$ cat src/rtl/crc_mc_pkg.sv
package crc_mc_pkg;

  typedef enum logic [1:0] {
    SEL_CRC32 = 2'd0,
    SEL_CCITT = 2'd1,
    SEL_CRC8  = 2'd2,
    SEL_ALT32 = 2'd3
  } poly_sel_e;

  typedef struct packed {
    logic      invert;
    logic      swap;
    poly_sel_e sel;
  } ctx_cfg_t;

  localparam int CFG_W = $bits(ctx_cfg_t);

  function automatic logic [31:0] gen_poly(poly_sel_e s);
    case (s)
      SEL_CCITT: return 32'h0000_1021;
      SEL_CRC8:  return 32'h0000_001D;
      default:   return 32'h04C1_1DB7;
    endcase
  endfunction

  function automatic logic [31:0] width_mask(poly_sel_e s);
    case (s)
      SEL_CCITT: return 32'h0000_FFFF;
      SEL_CRC8:  return 32'h0000_00FF;
      default:   return 32'hFFFF_FFFF;
    endcase
  endfunction

  function automatic logic [4:0] top_bit(poly_sel_e s);
    case (s)
      SEL_CCITT: return 5'd15;
      SEL_CRC8:  return 5'd7;
      default:   return 5'd31;
    endcase
  endfunction

endpackage

$ cat src/rtl/crc_mc_step.sv
module crc_mc_step
  import crc_mc_pkg::*;
#(
  parameter int DATA_BITS = 8
) (
  input  logic [31:0]          state_i,
  input  logic [DATA_BITS-1:0] data_i,
  input  poly_sel_e            sel_i,
  output logic [31:0]          state_o
);

  always_comb begin
    logic [31:0] acc;
    logic [31:0] poly;
    logic [31:0] mask;
    logic [4:0]  msb;
    logic        fb;
    mask = width_mask(sel_i);
    poly = gen_poly(sel_i);
    msb  = top_bit(sel_i);
    acc  = state_i & mask;
    for (int i = DATA_BITS - 1; i >= 0; i--) begin
      fb  = acc[msb] ^ data_i[i];
      acc = (acc << 1) & mask;
      if (fb) acc = acc ^ poly;
    end
    state_o = acc;
  end

endmodule

$ cat src/rtl/crc_mc_cond.sv
module crc_mc_cond
  import crc_mc_pkg::*;
(
  input  logic [31:0] state_i,
  input  ctx_cfg_t    cfg_i,
  output logic [31:0] out_o
);

  always_comb begin
    logic [31:0] mask;
    logic [31:0] kept;
    logic [31:0] rev;
    logic [31:0] picked;
    logic [4:0]  msb;
    logic [4:0]  src;
    mask = width_mask(cfg_i.sel);
    msb  = top_bit(cfg_i.sel);
    kept = state_i & mask;
    rev  = '0;
    for (int i = 0; i < 32; i++) begin
      src = msb - 5'(i);
      if (i <= int'(msb)) rev[i] = kept[src];
    end
    picked = cfg_i.swap ? rev : kept;
    out_o  = cfg_i.invert ? (picked ^ mask) : picked;
  end

endmodule

$ cat src/rtl/crc_mc_ctx.sv
module crc_mc_ctx
  import crc_mc_pkg::*;
#(
  parameter int NUM_SIZES = 3
) (
  input  logic        clk,
  input  logic        rst,
  input  logic        cfg_we,
  input  logic        seed_we,
  input  logic        data_we,
  input  logic [1:0]  size_i,
  input  logic [31:0] wdata_i,
  output ctx_cfg_t    cfg_o,
  output logic [31:0] state_o,
  output logic [31:0] outp_o
);

  ctx_cfg_t    cfg_q, cfg_d;
  logic [31:0] state_q, state_d, outp_q, outp_d;
  logic [31:0] step_res [NUM_SIZES];

  for (genvar g = 0; g < NUM_SIZES; g++) begin : g_width
    localparam int BW = 8 << g;
    crc_mc_step #(.DATA_BITS(BW)) u_step (
      .state_i (state_q),
      .data_i  (wdata_i[BW-1:0]),
      .sel_i   (cfg_q.sel),
      .state_o (step_res[g])
    );
  end

  always_comb begin
    state_d = state_q;
    if (seed_we) begin
      state_d = wdata_i;
    end else if (data_we) begin
      case (size_i)
        2'b00:   state_d = step_res[0];
        2'b01:   state_d = step_res[1];
        default: state_d = step_res[NUM_SIZES-1];
      endcase
    end
    cfg_d = cfg_we ? ctx_cfg_t'(wdata_i[CFG_W-1:0]) : cfg_q;
  end

  crc_mc_cond u_cond (
    .state_i (state_d),
    .cfg_i   (cfg_d),
    .out_o   (outp_d)
  );

  always_ff @(posedge clk) begin
    if (rst) begin
      state_q <= '1;
      cfg_q   <= ctx_cfg_t'('0);
      outp_q  <= '1;
    end else begin
      state_q <= state_d;
      cfg_q   <= cfg_d;
      outp_q  <= outp_d;
    end
  end

  assign cfg_o   = cfg_q;
  assign state_o = state_q;
  assign outp_o  = outp_q;

  assert_reset_outp_R1: assert property (@(posedge clk)
    rst |=> (outp_q == 32'hFFFF_FFFF && state_q == 32'hFFFF_FFFF));

  assert_ccitt_upper_zero_R5: assert property (@(posedge clk) disable iff (rst)
    (cfg_q.sel == SEL_CCITT) |-> (outp_q[31:16] == 16'h0000));

  assert_crc8_narrow_R6: assert property (@(posedge clk) disable iff (rst)
    (data_we && cfg_q.sel == SEL_CRC8) |=> (state_q[31:8] == 24'h0));

  assert_idle_state_stable_R8: assert property (@(posedge clk) disable iff (rst)
    (!seed_we && !data_we) |=> $stable(state_q));

endmodule

$ cat src/rtl/crc_multi_ctx.sv
module crc_multi_ctx
  import crc_mc_pkg::*;
#(
  parameter int NUM_CTX = 3,
  parameter int ADDR_W  = 6
) (
  input  logic              clk,
  input  logic              rst,
  input  logic              req_i,
  input  logic              we_i,
  input  logic [ADDR_W-1:0] addr_i,
  input  logic [1:0]        size_i,
  input  logic [31:0]       wdata_i,
  output logic              rvalid_o,
  output logic [31:0]       rdata_o
);

  localparam int OFF_LSB = 2;
  localparam int CTX_LSB = 4;
  localparam int IDX_W   = ADDR_W - CTX_LSB;
  localparam int OFF_W   = CTX_LSB - OFF_LSB;
  localparam logic [OFF_W-1:0] OFF_CFG  = 2'd0;
  localparam logic [OFF_W-1:0] OFF_SEED = 2'd1;
  localparam logic [OFF_W-1:0] OFF_DATA = 2'd2;
  localparam logic [OFF_W-1:0] OFF_OUTP = 2'd3;

  logic [IDX_W-1:0] idx;
  logic [OFF_W-1:0] off;
  logic             hit;
  logic             rd_req;
  logic             unused_addr_lsb;

  assign idx             = addr_i[ADDR_W-1:CTX_LSB];
  assign off             = addr_i[CTX_LSB-1:OFF_LSB];
  assign hit             = 32'(idx) < NUM_CTX;
  assign rd_req          = req_i && !we_i;
  assign unused_addr_lsb = ^addr_i[OFF_LSB-1:0];

  ctx_cfg_t    cfg_a   [NUM_CTX];
  logic [31:0] state_a [NUM_CTX];
  logic [31:0] outp_a  [NUM_CTX];

  for (genvar c = 0; c < NUM_CTX; c++) begin : g_ctx
    logic wsel;
    assign wsel = req_i && we_i && (idx == IDX_W'(c));
    crc_mc_ctx u_ctx (
      .clk     (clk),
      .rst     (rst),
      .cfg_we  (wsel && off == OFF_CFG),
      .seed_we (wsel && off == OFF_SEED),
      .data_we (wsel && off == OFF_DATA),
      .size_i  (size_i),
      .wdata_i (wdata_i),
      .cfg_o   (cfg_a[c]),
      .state_o (state_a[c]),
      .outp_o  (outp_a[c])
    );
  end

  logic [31:0] rd_mux;
  always_comb begin
    rd_mux = '0;
    for (int c = 0; c < NUM_CTX; c++) begin
      if (idx == IDX_W'(c)) begin
        case (off)
          OFF_CFG:  rd_mux = {{(32-CFG_W){1'b0}}, cfg_a[c]};
          OFF_SEED: rd_mux = state_a[c];
          OFF_OUTP: rd_mux = outp_a[c];
          default:  rd_mux = '0;
        endcase
      end
    end
  end

  always_ff @(posedge clk) begin
    if (rst) begin
      rvalid_o <= 1'b0;
      rdata_o  <= '0;
    end else begin
      rvalid_o <= rd_req;
      if (rd_req) rdata_o <= rd_mux;
    end
  end

  assert_rd_valid_R10: assert property (@(posedge clk) disable iff (rst)
    rd_req |=> rvalid_o);

  assert_no_spurious_valid_R10: assert property (@(posedge clk) disable iff (rst)
    !rd_req |=> !rvalid_o);

  assert_bad_addr_zero_R2: assert property (@(posedge clk) disable iff (rst)
    (rd_req && !hit) |=> (rdata_o == 32'h0));

endmodule

$ cat config.mk
export PLATFORM = sky130hd
export DESIGN_NAME = crc_multi_ctx
export DESIGN_NICKNAME = d
export VERILOG_FILES = /design/src/rtl/crc_mc_pkg.sv /design/src/rtl/crc_mc_step.sv /design/src/rtl/crc_mc_cond.sv /design/src/rtl/crc_mc_ctx.sv /design/src/rtl/crc_multi_ctx.sv
export SDC_FILE = /design/constraint.sdc
export NUM_CORES = 2
export LEC_CHECK = 0
export CORE_MARGIN = 4
export CORE_UTILIZATION = 30
export CTS_CLUSTER_SIZE = 10
export DETAILED_ROUTE_END_ITERATION = 10
export MAX_ROUTING_LAYER = met4
export PLACE_DENSITY = 0.55
export SYNTH_ARGS = -nofsm -noshare
export SYNTH_HDL_FRONTEND = slang
export SYNTH_SLANG_ARGS = --single-unit
$ cat constraint.sdc
create_clock -name clk -period 16.45 [get_ports clk]
set_input_delay 2.4675 -clock clk [delete_from_list [all_inputs] [get_ports clk]]
set_output_delay 2.4675 -clock clk [all_outputs]
set_load 0.01 [all_outputs]
## Yosys cells after proc, flatten, opt, wreduce, memory -nomap -nowiden

Index checks and enable logic that the tools add are counted.

- Memories: 0
- Logic and storage cells: 1655
- Input port bits: 44
- Bits in registers: 237
- RAM bits: 0
- Output and inout bits: 33
- Memory bits (read-only): 0
- Latch bits: 0

- Multipliers: 0
- Order comparisons: 192
- Divide/modulo/power cells: 0
- Reductions and logical operators: 18
- Shifts and indexed selects: 0
- Add/subtract/negate cells: 93
- Bitwise gates (word level): 501
- Eq/ne operators: 18
- Mux-type cells: 816

Operators by type and width:

| cell | number |
|---|---|
| 2-to-1 mux 32 bit | 183 |
| bitwise AND 32 bit | 168 |
| bitwise XOR 32 bit | 153 |
| binary-select mux 1 bit (select 5 bit) | 258 |
| < comparator 5 x 6 -> 1 bit (second input constant) | 99 |
| one-hot mux 32 bit (2 select lines) | 9 |
| bitwise XOR 32 x 27 -> 32 bit | 12 |
| 2-to-1 mux 1 bit | 351 |
| one-hot mux 32 bit (3 select lines) | 3 |
| less-or-equal comparator 5 bit (first input constant) | 48 |
| subtractor 5 bit (second input constant) | 48 |
| bitwise XOR 1 bit | 168 |
| one-hot mux 27 bit (2 select lines) | 3 |
| less-or-equal comparator 4 x 5 -> 1 bit (first input constant) | 24 |
| subtractor 5 x 4 -> 5 bit (second input constant) | 24 |
| less-or-equal comparator 3 x 5 -> 1 bit (first input constant) | 12 |
| one-hot mux 5 bit (2 select lines) | 6 |
| subtractor 5 x 3 -> 5 bit (second input constant) | 12 |
| less-or-equal comparator 2 x 5 -> 1 bit (first input constant) | 6 |
| subtractor 5 x 2 -> 5 bit (second input constant) | 6 |
| == test 2 x 1 -> 1 bit (second input constant) | 9 |
| == test 2 bit (second input constant) | 9 |
| less-or-equal comparator 1 x 5 -> 1 bit (first input constant) | 3 |
| subtractor 5 x 1 -> 5 bit (second input constant) | 3 |
| other kinds (4) | 21 |

## Depth between registers and ports, before layout

- Word-level depth: 141
- Gate-level depth with buffers: 60
- Gate-level depth less buffers: 48

## Hierarchy

From an unflattened synthesis, not the netlist that was laid out.

- Cells, all modules: 9282
- Area, all modules: 70438.8 µm²

By module, submodules not included:

| module | times used | cells an instance | sequential area each (µm²) | area each (µm²) |
|---|---|---|---|---|
| crc_mc_step (g_ctx[0].u_ctx.g_width[2].u_step ...) | 3 | 1529 | 0.0 | 10934.2 |
| crc_mc_step (g_ctx[0].u_ctx.g_width[1].u_step ...) | 3 | 605 | 0.0 | 4638.2 |
| crc_mc_ctx | 3 | 375 | 1361.3 | 3385.7 |
| crc_mc_step (g_ctx[0].u_ctx.g_width[0].u_step ...) | 3 | 315 | 0.0 | 2238.4 |
| crc_mc_cond | 3 | 155 | 0.0 | 1340.0 |
| crc_multi_ctx | 1 | 345 | 660.6 | 2829.0 |

## Worst setup path before layout

OpenSTA, ideal clock, no wires.

- Kind: input to register
- From: in wdata_i[31]
- To: reg g_ctx[1].u_ctx.outp_q[5]
- Library setup time: 0.119 ns
- Stages on the path: 50
- Data arrival time: 15.359 ns
- Path buffers: 4
- Slack: 0.972 ns
- Required time: 16.331 ns
- Path through: buf_2 and2_1 mux2_2 nor2_2 a2111oi_0 a2111o_1 or3_4 xor2_2 mux2i_1 nor3_2 xnor3_1 or4_1 clkbuf_1 nand2_1 o2111ai_1 nor2_4 xnor3_1 buf_4 [... 14 more ...] xor2_2 a221o_2 nor2_4 xnor3_1 o221ai_2 xnor2_2 xnor3_2 and3_1 o21a_1 o211a_1 or3b_4 a2111oi_2 a21oi_2 xnor2_1 a221oi_4 or4_1 o211ai_1 nor3_1

- Word-level cells in the longest chain between the ends: 136
- Elaborated cells between the ends (all ways): 198
- Those cells by class: 102 x mux; 96 x bitwise

Ends and longest elaborated chain:

| what | line | text |
|---|---|---|
| from (decl) | crc_multi_ctx.sv:13 | `input logic [31:0] wdata_i,` |
| bitwise XOR 1 bit | crc_mc_step.sv:23 | `fb = acc[msb] ^ data_i[i];` |
| 2-to-1 mux 32 bit | crc_mc_step.sv:25 | `if (fb) acc = acc ^ poly;` |
| binary-select mux 1 bit (select 5 bit) | crc_mc_step.sv:23 |  |
| 2-to-1 mux 1 bit (not written as such) | crc_mc_step.sv:23 |  |
| bitwise XOR 1 bit | crc_mc_step.sv:23 |  |
| 2-to-1 mux 32 bit | crc_mc_step.sv:25 |  |
| binary-select mux 1 bit (select 5 bit) | crc_mc_step.sv:23 |  |
| 2-to-1 mux 1 bit (not written as such) | crc_mc_step.sv:23 |  |
| [... 120 more ...] | - |  |
| 2-to-1 mux 32 bit (*) | crc_mc_ctx.sv:34 | `if (seed_we) begin` |
| bitwise AND 32 bit (*) | crc_mc_cond.sv:18 | `kept = state_i & mask;` |
| binary-select mux 1 bit (select 5 bit) | crc_mc_cond.sv:22 | `if (i <= int'(msb)) rev[i] = kept[src];` |
| 2-to-1 mux 1 bit (not written as such) | crc_mc_cond.sv:22 |  |
| 2-to-1 mux 1 bit | crc_mc_cond.sv:22 |  |
| 2-to-1 mux 32 bit (*) | crc_mc_cond.sv:24 | `picked = cfg_i.swap ? rev : kept;` |
| bitwise XOR 32 bit | crc_mc_cond.sv:25 | `out_o = cfg_i.invert ? (picked ^ mask) : picked;` |
| 2-to-1 mux 32 bit (*) | crc_mc_cond.sv:25 |  |
| to (signal assigned) | crc_mc_ctx.sv:60 | `outp_q <= outp_d;` |
| to (decl) | crc_mc_ctx.sv:19 | `logic [31:0] state_q, state_d, outp_q, outp_d;` |

Every way passes the cells marked *; elsewhere a longest branch is shown, timed or not. The select of a mux whose other input is x is not followed.
A chain may end at the register's enable or synchronous reset.

## Worst setup path in the final report

- From: in wdata_i[30]
- To: reg g_ctx[0].u_ctx.outp_q[5]

- Word-level cells in the longest chain between the ends: 132
- Elaborated cells between the ends (all ways): 192
- Those cells by class: 99 x mux; 93 x bitwise

Ends and longest elaborated chain:

| what | line |
|---|---|
| bitwise XOR 1 bit | crc_mc_step.sv:23 |
| 2-to-1 mux 32 bit | crc_mc_step.sv:25 |
| binary-select mux 1 bit (select 5 bit) | crc_mc_step.sv:23 |
| 2-to-1 mux 1 bit (not written as such) | crc_mc_step.sv:23 |
| bitwise XOR 1 bit | crc_mc_step.sv:23 |
| 2-to-1 mux 32 bit | crc_mc_step.sv:25 |
| binary-select mux 1 bit (select 5 bit) | crc_mc_step.sv:23 |
| 2-to-1 mux 1 bit (not written as such) | crc_mc_step.sv:23 |
| [... 116 more ...] | - |
| 2-to-1 mux 32 bit (*) | crc_mc_ctx.sv:34 |
| bitwise AND 32 bit (*) | crc_mc_cond.sv:18 |
| binary-select mux 1 bit (select 5 bit) | crc_mc_cond.sv:22 |
| 2-to-1 mux 1 bit (not written as such) | crc_mc_cond.sv:22 |
| 2-to-1 mux 1 bit | crc_mc_cond.sv:22 |
| 2-to-1 mux 32 bit (*) | crc_mc_cond.sv:24 |
| bitwise XOR 32 bit | crc_mc_cond.sv:25 |
| 2-to-1 mux 32 bit (*) | crc_mc_cond.sv:25 |
| to (signal assigned) | crc_mc_ctx.sv:60 |
| to (decl) | crc_mc_ctx.sv:19 |

Marks and branches as above.

==> qor.csv <==
metric,value,unit
Metal-1 WL,158300,um
DR WL met2,166600,um
Die Y-Extent,486.2,um
hold buffers post-CTS,0,
setup violators final,0,
"commonest non-fill, non-tap cell in the layout",buf_4,
drt drc,0,
most used cell along the critical path,buf_4,
r2r worst-path depth,55,
vias post-DR,82980,
"Avg Cell Area, Syn",6.970,um2
Die ar.,236400,um2
cell count after synthesis,9844,
Core ar.,227500,um2
most frequent cells in the layout,"buf_4, xnor2_1, nand2_1",
Max Used Layer,met4,
Synth async-reset ratio,0,%
Via density,6.001,
worst hold path type,reg -> reg,
Worst-path clk slew,0.06,ns
achievable frequency,61.97,MHz
synth unique cells,151,
Yosys Warn Count,0,
Tightest Pin Transition,1.369,ns
share of cells above drive strength 1,22.75,%
H-tree lvl count,1,
"FF+latch count, synth",237,
CP top delay family,compound AO/OA/AOI/OAI gates,
root buffer cell,clkbuf_16,
worst-path maximum fanout,6,
Worst EP arrival,16.53,ns
NumNets Final,10850,
final hold viol count,0,
period utilization,98.09,%
CP startpoint kind,input pin,
Starting Density,30.16,%
Num CTS Buffers,28,
status,completed,
FF-to-FF Start,g_ctx[1].u_ctx.cfg_o[0],
Worst path slowest cell,or4_4,
latest clock arrival within the worst-skew pair,0.59,ns
min cycle time layout,16.14,ns
Row Count,175,
largest net degree at the start of global routing,109,
Max transition margin,6.389,%
final max-slew violation count,0,
"Core Util, Final",37.44,%
GPL Wtd Cong,1.038,
antenna violations before repair,25,
die width,486.2,um
post-synthesis net count,9902,
CTS Sinks,237,
CTS tree,yes,
DPL Wire Length,293900,um
Clock Skews,0.03641,ns
initial DRC count,10570,
CP startpoint,wdata_i[30],
setup TNS,0,ns
unrepaired setup endpoints after global routing,true,
total grt overflow,0,
DRT antenna net count,0,
number of flops mapped to enable cells by yosys,0,
CTS max path bufs,3,
CP required,16.84,ns
synthesized area,68610,um2
"Largest stage delay, worst path",0.56,ns
Worst Setup Path Type,in -> reg,
fillcell total,23960,
I/O pins,77,
Critical Path End Type,flop,
sequential area share after synthesis,6.915,%
critical path depth,59,
wire length per cell,28.11,um
first-pass GRT wire length,549200,um
hold path depth,2,
vias in the first global route,77150,
Total Routing Usage GR,31.84,%
Buffers & Inverters on Critical Path,13,
max-cap viol count,0,
HP Start,rdata_o[18],
met3 wire len,36060,um
total routed wirelength,388700,um
DR pass1 iterations,7,
Port Buffers,74,
Synth Flop Type,dfxtp_1,
Area Overhead vs Synth,24.14,%
cell usage after synthesis, types with 56 or more instances:
master	number	area (um2)
a22oi_1	77	578.1
dfxtp_1	237	4745
nand3_1	256	1281
nor3_1	317	1587
a221oi_1	59	516.8
mux2_2	108	1216
nand2_1	1012	3799
nand4_1	119	744.5
or3_1	87	544.3
a31oi_1	111	694.4
and2_1	78	488.0
xnor3_1	116	2613
a21oi_1	577	2888
o21ai_0	440	2202
o211ai_1	162	1216
and3_1	92	575.6
nor2_1	956	3588
o21ai_1	80	400.4
nor4_1	107	669.4
buf_1	146	548.0
xnor2_1	1705	14930
xor2_1	348	3048
nand2b_1	83	519.3
clkbuf_1	649	2436
o31ai_1	56	420.4
mux2i_1	251	2512
o22ai_1	117	732.0
inv_1	116	435.4
o221ai_1	58	508.0
a211oi_1	129	968.4
buf_2	73	365.4
worst paths after layout:
path                                                  to  slack (ns)
worst min register to register               rdata_o[18]        0.45
worst max-delay path            g_ctx[0].u_ctx.outp_o[5]        0.31
worst max register to register  g_ctx[1].u_ctx.outp_o[2]        1.16
worst min-delay path                         rdata_o[18]        0.45
registers in the layout, summed over array words and instances (netlist names):
register             count
g_ctx.u_ctx.cfg_o       12
rdata_o                 32
g_ctx.u_ctx.outp_o      96
rvalid_o                 1
g_ctx.u_ctx.state_o     96
cell type report:
type,count,area [um2],area share (%)
Sequential cell,237,4745,5.570
Timing Repair Buffer,1807,13710,16.09
Tap cell,3009,3765,4.420
Clock buffer,33,729.5,0.8564
Multi-Input combinational cell,8585,61620,72.34
Antenna cell,19,47.55,0.05582
Inverter,135,518.0,0.6081
Clock inverter,3,51.30,0.06023
per-layer routing:
layer	up-vias	track usage, %
met3	957	4.253
met2	4527	47.92
li1	37210	-
met4	0	18.35
met1	40280	40.85
met5	-	-
logic make-up after synthesis:
logic type | Yosys count | share of synthesized area, %
AND/OR/NAND/NOR | 3417 | 23.79
buffers and inverters | 1022 | 5.841
adder cells (fa/ha/maj) | 14 | 0.2553
multiplexers | 397 | 6.541
XOR/XNOR | 2205 | 31.01
flip-flops | 237 | 6.915
AO/OA/AOI/OAI | 2552 | 25.65
worst register-to-register path: cells and delay by family, from the launching register on:
kind,cells,cell delay [ns]
AO/OA/AOI/OAI,16,4.31
adder cells (fa/ha/maj),1,0.48
AND/OR/NAND/NOR,13,3.18
XOR/XNOR,9,2.79
buffers and inverters,10,1.81
multiplexers,6,2.30
flip-flops,1,0.39
metrics by stage:
| stage | std cells | instance area [um2] | setup WS, ns | hold WS, ns |
|---|---|---|---|---|
| after floorplan | 9844 | 68610 | 0.9717 | 0.4762 |
| after global placement | 13740 | 82700 | -0.5851 | 0.4452 |
| after detailed placement | 13740 | 82700 | -0.7594 | 0.4491 |
| after CTS | 13780 | 83530 | 0.007686 | 0.4567 |
| after global routing | 13820 | 85160 | -0.1021 | 0.4650 |
| final | 13830 | 85180 | 0.3142 | 0.4538 |
repair_timing:
action | 4_1_cts | 5_1_grt
endpoints found under the setup margin | 20 | 145
pin swaps | 1 | 80
resized for setup | 8 | 287
setup buffers | 0 | 30
Power is not shown: default switching activity piles up to over one toggle a cycle in this logic, so the estimate is an artifact.
